**src/rtl/raster_patgen_pkg.sv**
```systemverilog
package raster_patgen_pkg;

    parameter int LONG_W  = 24;
    parameter int SHORT_W = 16;
    parameter int BYTE_W  = 8;
    parameter int MODE_W  = 2;

    localparam int COLOR_W    = 3 * BYTE_W;
    localparam int FRM_W      = LONG_W + 1;
    localparam int SYNC_DLY_W = LONG_W + 1;

    typedef enum logic [MODE_W-1:0] {
        PAT_OFF      = 2'd0,
        PAT_CHECKER  = 2'd1,
        PAT_GRADIENT = 2'd2,
        PAT_RSVD     = 2'd3
    } pat_mode_e;

    typedef enum logic [1:0] {
        PH_DONE  = 2'd0,
        PH_DELAY = 2'd1,
        PH_PULSE = 2'd2
    } train_phase_e;

    typedef struct packed {
        logic [MODE_W-1:0]  mode;
        logic [LONG_W-1:0]  vs_dly;
        logic [LONG_W-1:0]  vs_high;
        logic [LONG_W-1:0]  vs_low;
        logic [LONG_W-1:0]  hs_dly;
        logic [SHORT_W-1:0] hs_high;
        logic [SHORT_W-1:0] hs_low;
        logic [SHORT_W-1:0] hs_num;
        logic [LONG_W-1:0]  de_dly;
        logic [SHORT_W-1:0] de_high;
        logic [SHORT_W-1:0] de_low;
        logic [SHORT_W-1:0] de_num;
        logic [COLOR_W-1:0] color_a;
        logic [COLOR_W-1:0] color_b;
        logic [BYTE_W-1:0]  rpt_a;
        logic [BYTE_W-1:0]  rpt_b;
        logic [BYTE_W-1:0]  alt;
        logic [BYTE_W-1:0]  step;
    } cfg_t;

endpackage

```
**src/rtl/raster_patgen_train.sv**
```systemverilog
module raster_patgen_train
    import raster_patgen_pkg::*;
#(
    parameter int DLY_W = 25,
    parameter int LEN_W = 16,
    parameter int NUM_W = 16
) (
    input  logic             clk,
    input  logic             rst_n,
    input  logic             active,
    input  logic             frame_zero,
    input  logic [DLY_W-1:0] dly,
    input  logic [LEN_W-1:0] high,
    input  logic [LEN_W-1:0] low,
    input  logic [NUM_W-1:0] num,
    output logic             pulse
);

    localparam int PER_W = LEN_W + 1;
    localparam int CNT_W = (DLY_W > PER_W) ? DLY_W : PER_W;

    typedef struct packed {
        train_phase_e     phase;
        logic [CNT_W-1:0] cnt;
        logic [NUM_W-1:0] rep;
    } st_t;

    st_t              st_q, st_d, view;
    logic [PER_W-1:0] period;
    logic             empty;

    always_comb begin
        period = PER_W'(high) + PER_W'(low);
        empty  = (num == '0) || (period == '0);

        // state describing the current frame position
        view = st_q;
        if (frame_zero) begin
            view.cnt = '0;
            view.rep = '0;
            if (empty)
                view.phase = PH_DONE;
            else if (dly == '0)
                view.phase = PH_PULSE;
            else
                view.phase = PH_DELAY;
        end

        pulse = active && (view.phase == PH_PULSE) && (view.cnt < CNT_W'(high));

        st_d = view;
        case (view.phase)
            PH_DELAY: begin
                if (view.cnt == CNT_W'(dly) - CNT_W'(1)) begin
                    st_d.cnt   = '0;
                    st_d.phase = empty ? PH_DONE : PH_PULSE;
                end else begin
                    st_d.cnt = view.cnt + CNT_W'(1);
                end
            end
            PH_PULSE: begin
                if (view.cnt == CNT_W'(period) - CNT_W'(1)) begin
                    st_d.cnt = '0;
                    if (view.rep == num - NUM_W'(1))
                        st_d.phase = PH_DONE;
                    else
                        st_d.rep = view.rep + NUM_W'(1);
                end else begin
                    st_d.cnt = view.cnt + CNT_W'(1);
                end
            end
            default: st_d = view;
        endcase

        if (!active) begin
            st_d.phase = PH_DONE;
            st_d.cnt   = '0;
            st_d.rep   = '0;
        end
    end

    always_ff @(posedge clk or negedge rst_n) begin
        if (!rst_n) begin
            st_q.phase <= PH_DONE;
            st_q.cnt   <= '0;
            st_q.rep   <= '0;
        end else begin
            st_q <= st_d;
        end
    end

    // inside a pulse period the phase counter stays below the period
    assert_cnt_in_period_R4: assert property (@(posedge clk) disable iff (!rst_n)
        (active && view.phase == PH_PULSE) |-> (view.cnt < CNT_W'(period)));

    // a train with zero pulses never reaches the pulse phase
    assert_zero_count_quiet_R10: assert property (@(posedge clk) disable iff (!rst_n)
        (active && view.phase == PH_PULSE) |-> (num != '0));

endmodule

```
**src/rtl/raster_patgen_pixel.sv**
```systemverilog
module raster_patgen_pixel
    import raster_patgen_pkg::*;
(
    input  logic               clk,
    input  logic               rst_n,
    input  logic               active,
    input  logic               frame_zero,
    input  logic               de,
    input  logic [MODE_W-1:0]  mode,
    input  logic [COLOR_W-1:0] color_a,
    input  logic [COLOR_W-1:0] color_b,
    input  logic [BYTE_W-1:0]  rpt_a,
    input  logic [BYTE_W-1:0]  rpt_b,
    input  logic [BYTE_W-1:0]  alt,
    input  logic [BYTE_W-1:0]  step,
    output logic [COLOR_W-1:0] pixel
);

    typedef struct packed {
        logic              prev_de;
        logic [BYTE_W-1:0] grad;
        logic [BYTE_W-1:0] sq;
        logic              col;
        logic [BYTE_W-1:0] lines;
        logic              phase;
    } pst_t;

    pst_t              p_q, p_d;
    logic              prev_v, first, line_end, phase_v, col_v, eff;
    logic [BYTE_W-1:0] lines_v, grad_v, sq_v, rpt, rpt1;

    always_comb begin
        prev_v   = frame_zero ? 1'b0 : p_q.prev_de;
        phase_v  = frame_zero ? 1'b0 : p_q.phase;
        lines_v  = frame_zero ? '0   : p_q.lines;
        first    = de && !prev_v;
        line_end = prev_v && !de;
        grad_v   = first ? '0   : p_q.grad;
        sq_v     = first ? '0   : p_q.sq;
        col_v    = first ? 1'b0 : p_q.col;
        eff      = col_v ^ phase_v;
        rpt      = eff ? rpt_b : rpt_a;
        rpt1     = (rpt == '0) ? BYTE_W'(1) : rpt;

        pixel = '0;
        if (de) begin
            if (mode == PAT_CHECKER)
                pixel = eff ? color_b : color_a;
            else if (mode == PAT_GRADIENT)
                pixel = {3{grad_v}};
        end

        p_d.prev_de = de;
        p_d.grad    = grad_v;
        p_d.sq      = sq_v;
        p_d.col     = col_v;
        p_d.lines   = lines_v;
        p_d.phase   = phase_v;
        if (de) begin
            p_d.grad = grad_v + step;
            if (sq_v == rpt1 - BYTE_W'(1)) begin
                p_d.sq  = '0;
                p_d.col = !col_v;
            end else begin
                p_d.sq = sq_v + BYTE_W'(1);
            end
        end
        if (line_end) begin
            if ((alt != '0) && (lines_v + BYTE_W'(1) == alt)) begin
                p_d.lines = '0;
                p_d.phase = !phase_v;
            end else begin
                p_d.lines = lines_v + BYTE_W'(1);
            end
        end
        if (!active)
            p_d = '0;
    end

    always_ff @(posedge clk or negedge rst_n) begin
        if (!rst_n)
            p_q <= '0;
        else
            p_q <= p_d;
    end

    // a checkerboard pixel is always one of the two programmed colours
    assert_checker_colour_R6: assert property (@(posedge clk) disable iff (!rst_n)
        (active && de && mode == PAT_CHECKER) |-> (pixel == color_a || pixel == color_b));

    // consecutive pixels of one gradient line differ by the step
    assert_gradient_step_R7: assert property (@(posedge clk) disable iff (!rst_n)
        (active && $past(active) && !frame_zero && de && $past(de) && mode == PAT_GRADIENT)
        |-> (pixel[BYTE_W-1:0] == $past(pixel[BYTE_W-1:0]) + $past(step)));

endmodule

```
**src/rtl/raster_patgen.sv**
```systemverilog
module raster_patgen
    import raster_patgen_pkg::*;
(
    input  logic               clk,
    input  logic               rst_n,
    input  logic               run,
    input  logic [MODE_W-1:0]  cfg_mode,
    input  logic [LONG_W-1:0]  cfg_vs_dly,
    input  logic [LONG_W-1:0]  cfg_vs_high,
    input  logic [LONG_W-1:0]  cfg_vs_low,
    input  logic [LONG_W-1:0]  cfg_hs_dly,
    input  logic [SHORT_W-1:0] cfg_hs_high,
    input  logic [SHORT_W-1:0] cfg_hs_low,
    input  logic [SHORT_W-1:0] cfg_hs_num,
    input  logic [LONG_W-1:0]  cfg_de_dly,
    input  logic [SHORT_W-1:0] cfg_de_high,
    input  logic [SHORT_W-1:0] cfg_de_low,
    input  logic [SHORT_W-1:0] cfg_de_num,
    input  logic [COLOR_W-1:0] cfg_color_a,
    input  logic [COLOR_W-1:0] cfg_color_b,
    input  logic [BYTE_W-1:0]  cfg_rpt_a,
    input  logic [BYTE_W-1:0]  cfg_rpt_b,
    input  logic [BYTE_W-1:0]  cfg_alt,
    input  logic [BYTE_W-1:0]  cfg_grad_step,
    output logic               vs_o,
    output logic               hs_o,
    output logic               de_o,
    output logic [COLOR_W-1:0] pixel_o
);

    localparam int N_LINE_TRAINS = 2;

    typedef struct packed {
        logic               running;
        logic [FRM_W-1:0]   fc;
        cfg_t               sh;
        logic               vs;
        logic               hs;
        logic               de;
        logic [COLOR_W-1:0] px;
    } top_t;

    top_t               q, d;
    cfg_t               cfg_in;
    logic [FRM_W-1:0]   frame_len;
    logic               frame_last, load, frame_zero;
    logic               vs_w;
    logic [COLOR_W-1:0] px_w;

    logic [SYNC_DLY_W-1:0] tr_dly   [N_LINE_TRAINS];
    logic [SHORT_W-1:0]    tr_high  [N_LINE_TRAINS];
    logic [SHORT_W-1:0]    tr_low   [N_LINE_TRAINS];
    logic [SHORT_W-1:0]    tr_num   [N_LINE_TRAINS];
    logic [N_LINE_TRAINS-1:0] tr_pulse;

    function automatic logic mode_ok(input logic [MODE_W-1:0] m);
        return (m == PAT_CHECKER) || (m == PAT_GRADIENT);
    endfunction

    always_comb begin
        cfg_in.mode    = cfg_mode;
        cfg_in.vs_dly  = cfg_vs_dly;
        cfg_in.vs_high = cfg_vs_high;
        cfg_in.vs_low  = cfg_vs_low;
        cfg_in.hs_dly  = cfg_hs_dly;
        cfg_in.hs_high = cfg_hs_high;
        cfg_in.hs_low  = cfg_hs_low;
        cfg_in.hs_num  = cfg_hs_num;
        cfg_in.de_dly  = cfg_de_dly;
        cfg_in.de_high = cfg_de_high;
        cfg_in.de_low  = cfg_de_low;
        cfg_in.de_num  = cfg_de_num;
        cfg_in.color_a = cfg_color_a;
        cfg_in.color_b = cfg_color_b;
        cfg_in.rpt_a   = cfg_rpt_a;
        cfg_in.rpt_b   = cfg_rpt_b;
        cfg_in.alt     = cfg_alt;
        cfg_in.step    = cfg_grad_step;
    end

    // HS and DE trains are placed relative to the vertical sync start
    assign tr_dly[0]  = SYNC_DLY_W'(q.sh.vs_dly) + SYNC_DLY_W'(q.sh.hs_dly);
    assign tr_high[0] = q.sh.hs_high;
    assign tr_low[0]  = q.sh.hs_low;
    assign tr_num[0]  = q.sh.hs_num;
    assign tr_dly[1]  = SYNC_DLY_W'(q.sh.vs_dly) + SYNC_DLY_W'(q.sh.de_dly);
    assign tr_high[1] = q.sh.de_high;
    assign tr_low[1]  = q.sh.de_low;
    assign tr_num[1]  = q.sh.de_num;

    raster_patgen_train #(
        .DLY_W (LONG_W),
        .LEN_W (LONG_W),
        .NUM_W (1)
    ) i_vs_train (
        .clk        (clk),
        .rst_n      (rst_n),
        .active     (q.running),
        .frame_zero (frame_zero),
        .dly        (q.sh.vs_dly),
        .high       (q.sh.vs_high),
        .low        (q.sh.vs_low),
        .num        (1'b1),
        .pulse      (vs_w)
    );

    for (genvar g = 0; g < N_LINE_TRAINS; g++) begin : g_line_train
        raster_patgen_train #(
            .DLY_W (SYNC_DLY_W),
            .LEN_W (SHORT_W),
            .NUM_W (SHORT_W)
        ) i_train (
            .clk        (clk),
            .rst_n      (rst_n),
            .active     (q.running),
            .frame_zero (frame_zero),
            .dly        (tr_dly[g]),
            .high       (tr_high[g]),
            .low        (tr_low[g]),
            .num        (tr_num[g]),
            .pulse      (tr_pulse[g])
        );
    end

    raster_patgen_pixel i_pixel (
        .clk        (clk),
        .rst_n      (rst_n),
        .active     (q.running),
        .frame_zero (frame_zero),
        .de         (tr_pulse[1]),
        .mode       (q.sh.mode),
        .color_a    (q.sh.color_a),
        .color_b    (q.sh.color_b),
        .rpt_a      (q.sh.rpt_a),
        .rpt_b      (q.sh.rpt_b),
        .alt        (q.sh.alt),
        .step       (q.sh.step),
        .pixel      (px_w)
    );

    always_comb begin
        frame_len  = FRM_W'(q.sh.vs_high) + FRM_W'(q.sh.vs_low);
        frame_last = (frame_len == '0) || (q.fc == frame_len - FRM_W'(1));
        load       = !q.running || frame_last;
        frame_zero = q.running && (q.fc == '0);

        d.sh      = load ? cfg_in : q.sh;
        d.running = run && (load ? mode_ok(cfg_in.mode) : mode_ok(q.sh.mode));
        d.fc      = (!d.running || load) ? '0 : q.fc + FRM_W'(1);
        d.vs      = q.running && vs_w;
        d.hs      = q.running && tr_pulse[0];
        d.de      = q.running && tr_pulse[1];
        d.px      = q.running ? px_w : '0;
    end

    always_ff @(posedge clk or negedge rst_n) begin
        if (!rst_n)
            q <= '0;
        else
            q <= d;
    end

    assign vs_o    = q.vs;
    assign hs_o    = q.hs;
    assign de_o    = q.de;
    assign pixel_o = q.px;

    // a stopped raster drives nothing on the next edge
    assert_idle_quiet_R8: assert property (@(posedge clk) disable iff (!rst_n)
        !q.running |=> (!vs_o && !hs_o && !de_o && pixel_o == '0));

    // the pixel bus is zero outside data-enable
    assert_pixel_outside_de_R6: assert property (@(posedge clk) disable iff (!rst_n)
        !de_o |-> (pixel_o == '0));

    // a raster with a stopped mode in its shadow never runs
    assert_mode_gate_R2: assert property (@(posedge clk) disable iff (!rst_n)
        q.running |-> (q.sh.mode == PAT_CHECKER || q.sh.mode == PAT_GRADIENT));

endmodule

```
**config.mk**
```make
export PLATFORM = sky130hd
export DESIGN_NAME = raster_patgen
export DESIGN_NICKNAME = d
export VERILOG_FILES = /design/src/rtl/raster_patgen_pkg.sv /design/src/rtl/raster_patgen_train.sv /design/src/rtl/raster_patgen_pixel.sv /design/src/rtl/raster_patgen.sv
export SDC_FILE = /design/constraint.sdc
export NUM_CORES = 2
export LEC_CHECK = 0
export CORE_MARGIN = 5
export CORE_UTILIZATION = 50
export CTS_BUF_LIST = sky130_fd_sc_hd__clkbuf_8
export CTS_CLUSTER_DIAMETER = 60
export DETAILED_ROUTE_END_ITERATION = 6
export GPL_TIMING_DRIVEN = 0
export HOLD_SLACK_MARGIN = 0.03
export PLACE_DENSITY = 0.73
export SYNTH_ARGS = -nofsm -noshare
export SYNTH_HDL_FRONTEND = slang
export SYNTH_SLANG_ARGS = --single-unit
```
**constraint.sdc**
```tcl
create_clock -name clk -period 8.05 [get_ports clk]
set_clock_uncertainty 0.15 [all_clocks]
set_input_delay 1.2075 -clock clk [delete_from_list [all_inputs] [get_ports clk]]
set_output_delay 1.2075 -clock clk [all_outputs]
set_load 0.01 [all_outputs]
```
==> flow_summary.json <==
{
  "synth-simple-area-share_pct": 22.45,
  "critPathMaxFanout": 19,
  "vias": 37210,
  "synth_ff_type": "dfrtp_1",
  "finalSetupViolations": 0,
  "rows": 102,
  "crit_top_cell": "clkbuf_1",
  "postRouteWirelength_um": 132700,
  "dpl.cell_count": 5899,
  "power.density_nw_per_um2": 220.2,
  "firstDrtPassIters": 7,
  "cts_tree": "built",
  "clkTransAtPathRegs_ns": 0.06,
  "crit_chain": "clkbuf_1 -> inv_1 -> ha_1 -> nor4bb_1 -> nand4_1 -> clkbuf_1 -> nor2_2 -> clkbuf_2 -> buf_1 -> clkbuf_1 -> nand2_1 -> o21ai_0 -> inv_1 -> ha_1 -> clkbuf_1 -> o21ai_1 -> clkbuf_1 -> nor2_1",
  "port-buffer-count": 327,
  "area_delta_synth_final_pct": 18.63,
  "start_kind": "flop",
  "grt_overflow": 0,
  "synth_edf_count": 0,
  "worstPathRequired_ns": 8.49,
  "ys_types": 110,
  "drive_gt1_share_pct": 13.28,
  "period_minus_slack_ns": 7.794,
  "synth_top_area_share_pct": 31.38,
  "synth_async_sr_flop_share_pct": 100.0,
  "grt_max_degree": 122,
  "initial_core_util_pct": 50.46,
  "final_cell_count_no_fill": 6087,
  "critPathMaxStageDelay_ns": 0.80,
  "cts_hold_buf": 0,
  "slowest_stage": "nor2_2",
  "syn_area_um2": 39160,
  "tns_ns": 0,
  "yosys_warnings": 0,
  "status": "completed",
  "synth.area.top_cells": "dfrtp_1 (31%), mux2_2 (6.6%), ha_1 (6.2%)",
  "yosys-mux-area-fraction_pct": 7.838,
  "synth_top_family_by_area": "simple AND/OR/NAND/NOR gates",
  "dieWidth_um": 289.8,
  "cts_root_buffer": "clkbuf_8",
  "drt_iter0_drc": 3104,
  "leakage_nw": 19.15,
  "drcViolationCount": 0,
  "critPathArrivalTime_ns": 8.23,
  "htree_levels": 3,
  "post_drt_wl_per_cell_um": 21.80,
  "ys_ff_latch": 491,
  "die_area_um2": 84010,
  "critPathKind": "reg -> reg",
  "clockBufferDepth": 3,
  "cap_violations": 0,
  "synth_commonest_cells": "dfrtp_1 (491), nand2_1 (462), nor2_1 (346)",
  "fp.coreArea_um2": 77590,
  "grt.total_usage_pct": 29.88,
  "via_per_inst": 6.113,
  "drv_slew": 0,
  "synth_top_area_cell": "dfrtp_1",
  "synth-compound-area-share_pct": 17.23,
  "grt_pass1_wl_um": 202500,
  "slew_headroom_pct": 21.44,
  "cts_buffers": 91,
  "ys_seq_area_share_pct": 31.38,
  "syn_avg_cell_area_um2": 8.648,
  "syn_nets": 5028,
  "grt_pass1_vias": 35070,
  "critPathCaptureType": "flop",
  "hold_viol_final": 0,
  "crit_buf_inv": 9,
  "hp-class": "in -> async",
  "syn_inst": 4528,
  "fin_nets": 5463,
  "rsz0062_at_grt": "yes",
  "synthXorXnorAreaFrac_pct": 9.746,
  "die_h_um": 289.8,
  "max_clock_freq_mhz": 128.3,
  "vdd_drop_max_mv": 0.1578,
  "worst_pin_slew_ns": 1.178,
  "path_delay_family": "buffers and inverters",
  "boundaryPins": 328,
  "cts.sinks": 491,
  "synthAdderAreaFrac_pct": 6.499,
  "ant_nets": 0,
  "antenna_found_initial": 12,
  "min_period_over_period_pct": 96.82,
  "gp_congestion": 0.9421,
  "place_hpwl_um": 101900,
  "yosysMostFrequentCell": "dfrtp_1",
  "clock_latency_ns": 0.75
}
==> registers in the layout, indices dropped and copies added, names as in the netlist <==
| register | flops |
|---|---|
| i_vs_train.st_q | 28 |
| i_pixel.p_q | 26 |
| pixel_o | 24 |
| hs_o | 1 |
| q | 324 |
| de_o | 1 |
| vs_o | 1 |
| g_line_train.i_train.st_q | 86 |
==> cells by family after synthesis <==
logic type | count (synthesis)
fa+ha+maj | 200
buf+inv | 433
xor+xnor | 412
flops | 491
simple gates | 1712
compound gates | 1003
mux | 277
==> stage by stage <==
stage	hold WS, ns	setup slack, ns	total power, mW	utilization (%)	area [um2]
global route	0.2737	-0.05690	10.80	59.86	46450
CTS	0.2311	0.01153	10.11	59.37	46070
global placement	0.3298	-16.84	7.353	56.36	43730
detailed placement	0.3380	-4.830	7.423	56.51	43850
floorplan	0.3149	0.3821	6.125	-	39160
finish	0.2586	0.2563	10.23	59.87	46450
==> power by group <==
part           switching (mW)  leakage, nW  internal, mW  total (mW)
clock                    1.22         1.12          1.38        2.60
combinational            2.79         11.9          1.90        4.68
sequential              0.248         6.17          2.69        2.94
total                    4.26         19.2          5.97        10.2
==> area by class of cell <==
cell class,instances,area [um2]
Clock inverter,53,399.1
Antenna cell,9,22.52
Buffer,224,1186
Sequential cell,491,12310
Tap cell,1040,1301
Fill cell,6969,31140
Timing Repair Buffer,357,3583
Inverter,194,728.2
Multi-Input combinational cell,3604,25340
Clock buffer,115,1583
==> final timing paths <==
kind / endpoint / slack [ns] / from / cells past startpoint
max in group asynchronous: q[77]$_DFFE_PN0N_ / 5.89 / rst_n / 3
hold reg to reg: q[172]$_DFFE_PN0N_ / 0.35 / q[172]$_DFFE_PN0N_ / 1
setup reg to reg: i_vs_train.st_q[13]$_DFF_PN0_ / 0.26 / q[326]$_DFF_PN0_ / 18
min in group clk: q[172]$_DFFE_PN0N_ / 0.35 / q[172]$_DFFE_PN0N_ / 1
hold / removal: q[267]$_DFFE_PN0N_ / 0.26 / rst_n / 1
setup / recovery: i_vs_train.st_q[13]$_DFF_PN0_ / 0.26 / q[326]$_DFF_PN0_ / 18
==> cells in the final DEF (no fill, tap or decap), types with 47 or more instances in the layout <==
cell,count
nand3_1,162
and3_1,60
buf_4,79
a21oi_1,191
clkbuf_1,116
a211oi_1,47
o21ai_0,249
ha_1,178
nor2_1,342
a21o_1,58
xnor2_1,246
inv_1,211
xor2_1,150
and2_1,68
o211ai_1,48
clkbuf_8,118
nor3_1,132
mux2_2,231
nand4_1,86
clkdlybuf4s50_1,326
dfrtp_1,476
nand2_1,459
nor4_1,64
==> routing by layer <==
metal | up-vias | track usage [%] | part of all wire, %
met4 | 4 | 12.63 | 4.7
met5 | - | 0 | 0.026
li1 | 17360 | - | -
met1 | 17990 | 40.56 | 41
met3 | 318 | 5.468 | 8.7
met2 | 1541 | 47.19 | 45
==> timing repair <==
item                                    in CTS  in global routing
buffers inserted                             7                 19
pin swaps                                    9                 14
endpoints found under the setup margin     167                 23
gates resized for setup                     76                 52
Note: power is estimated with default switching activity, not from simulation.
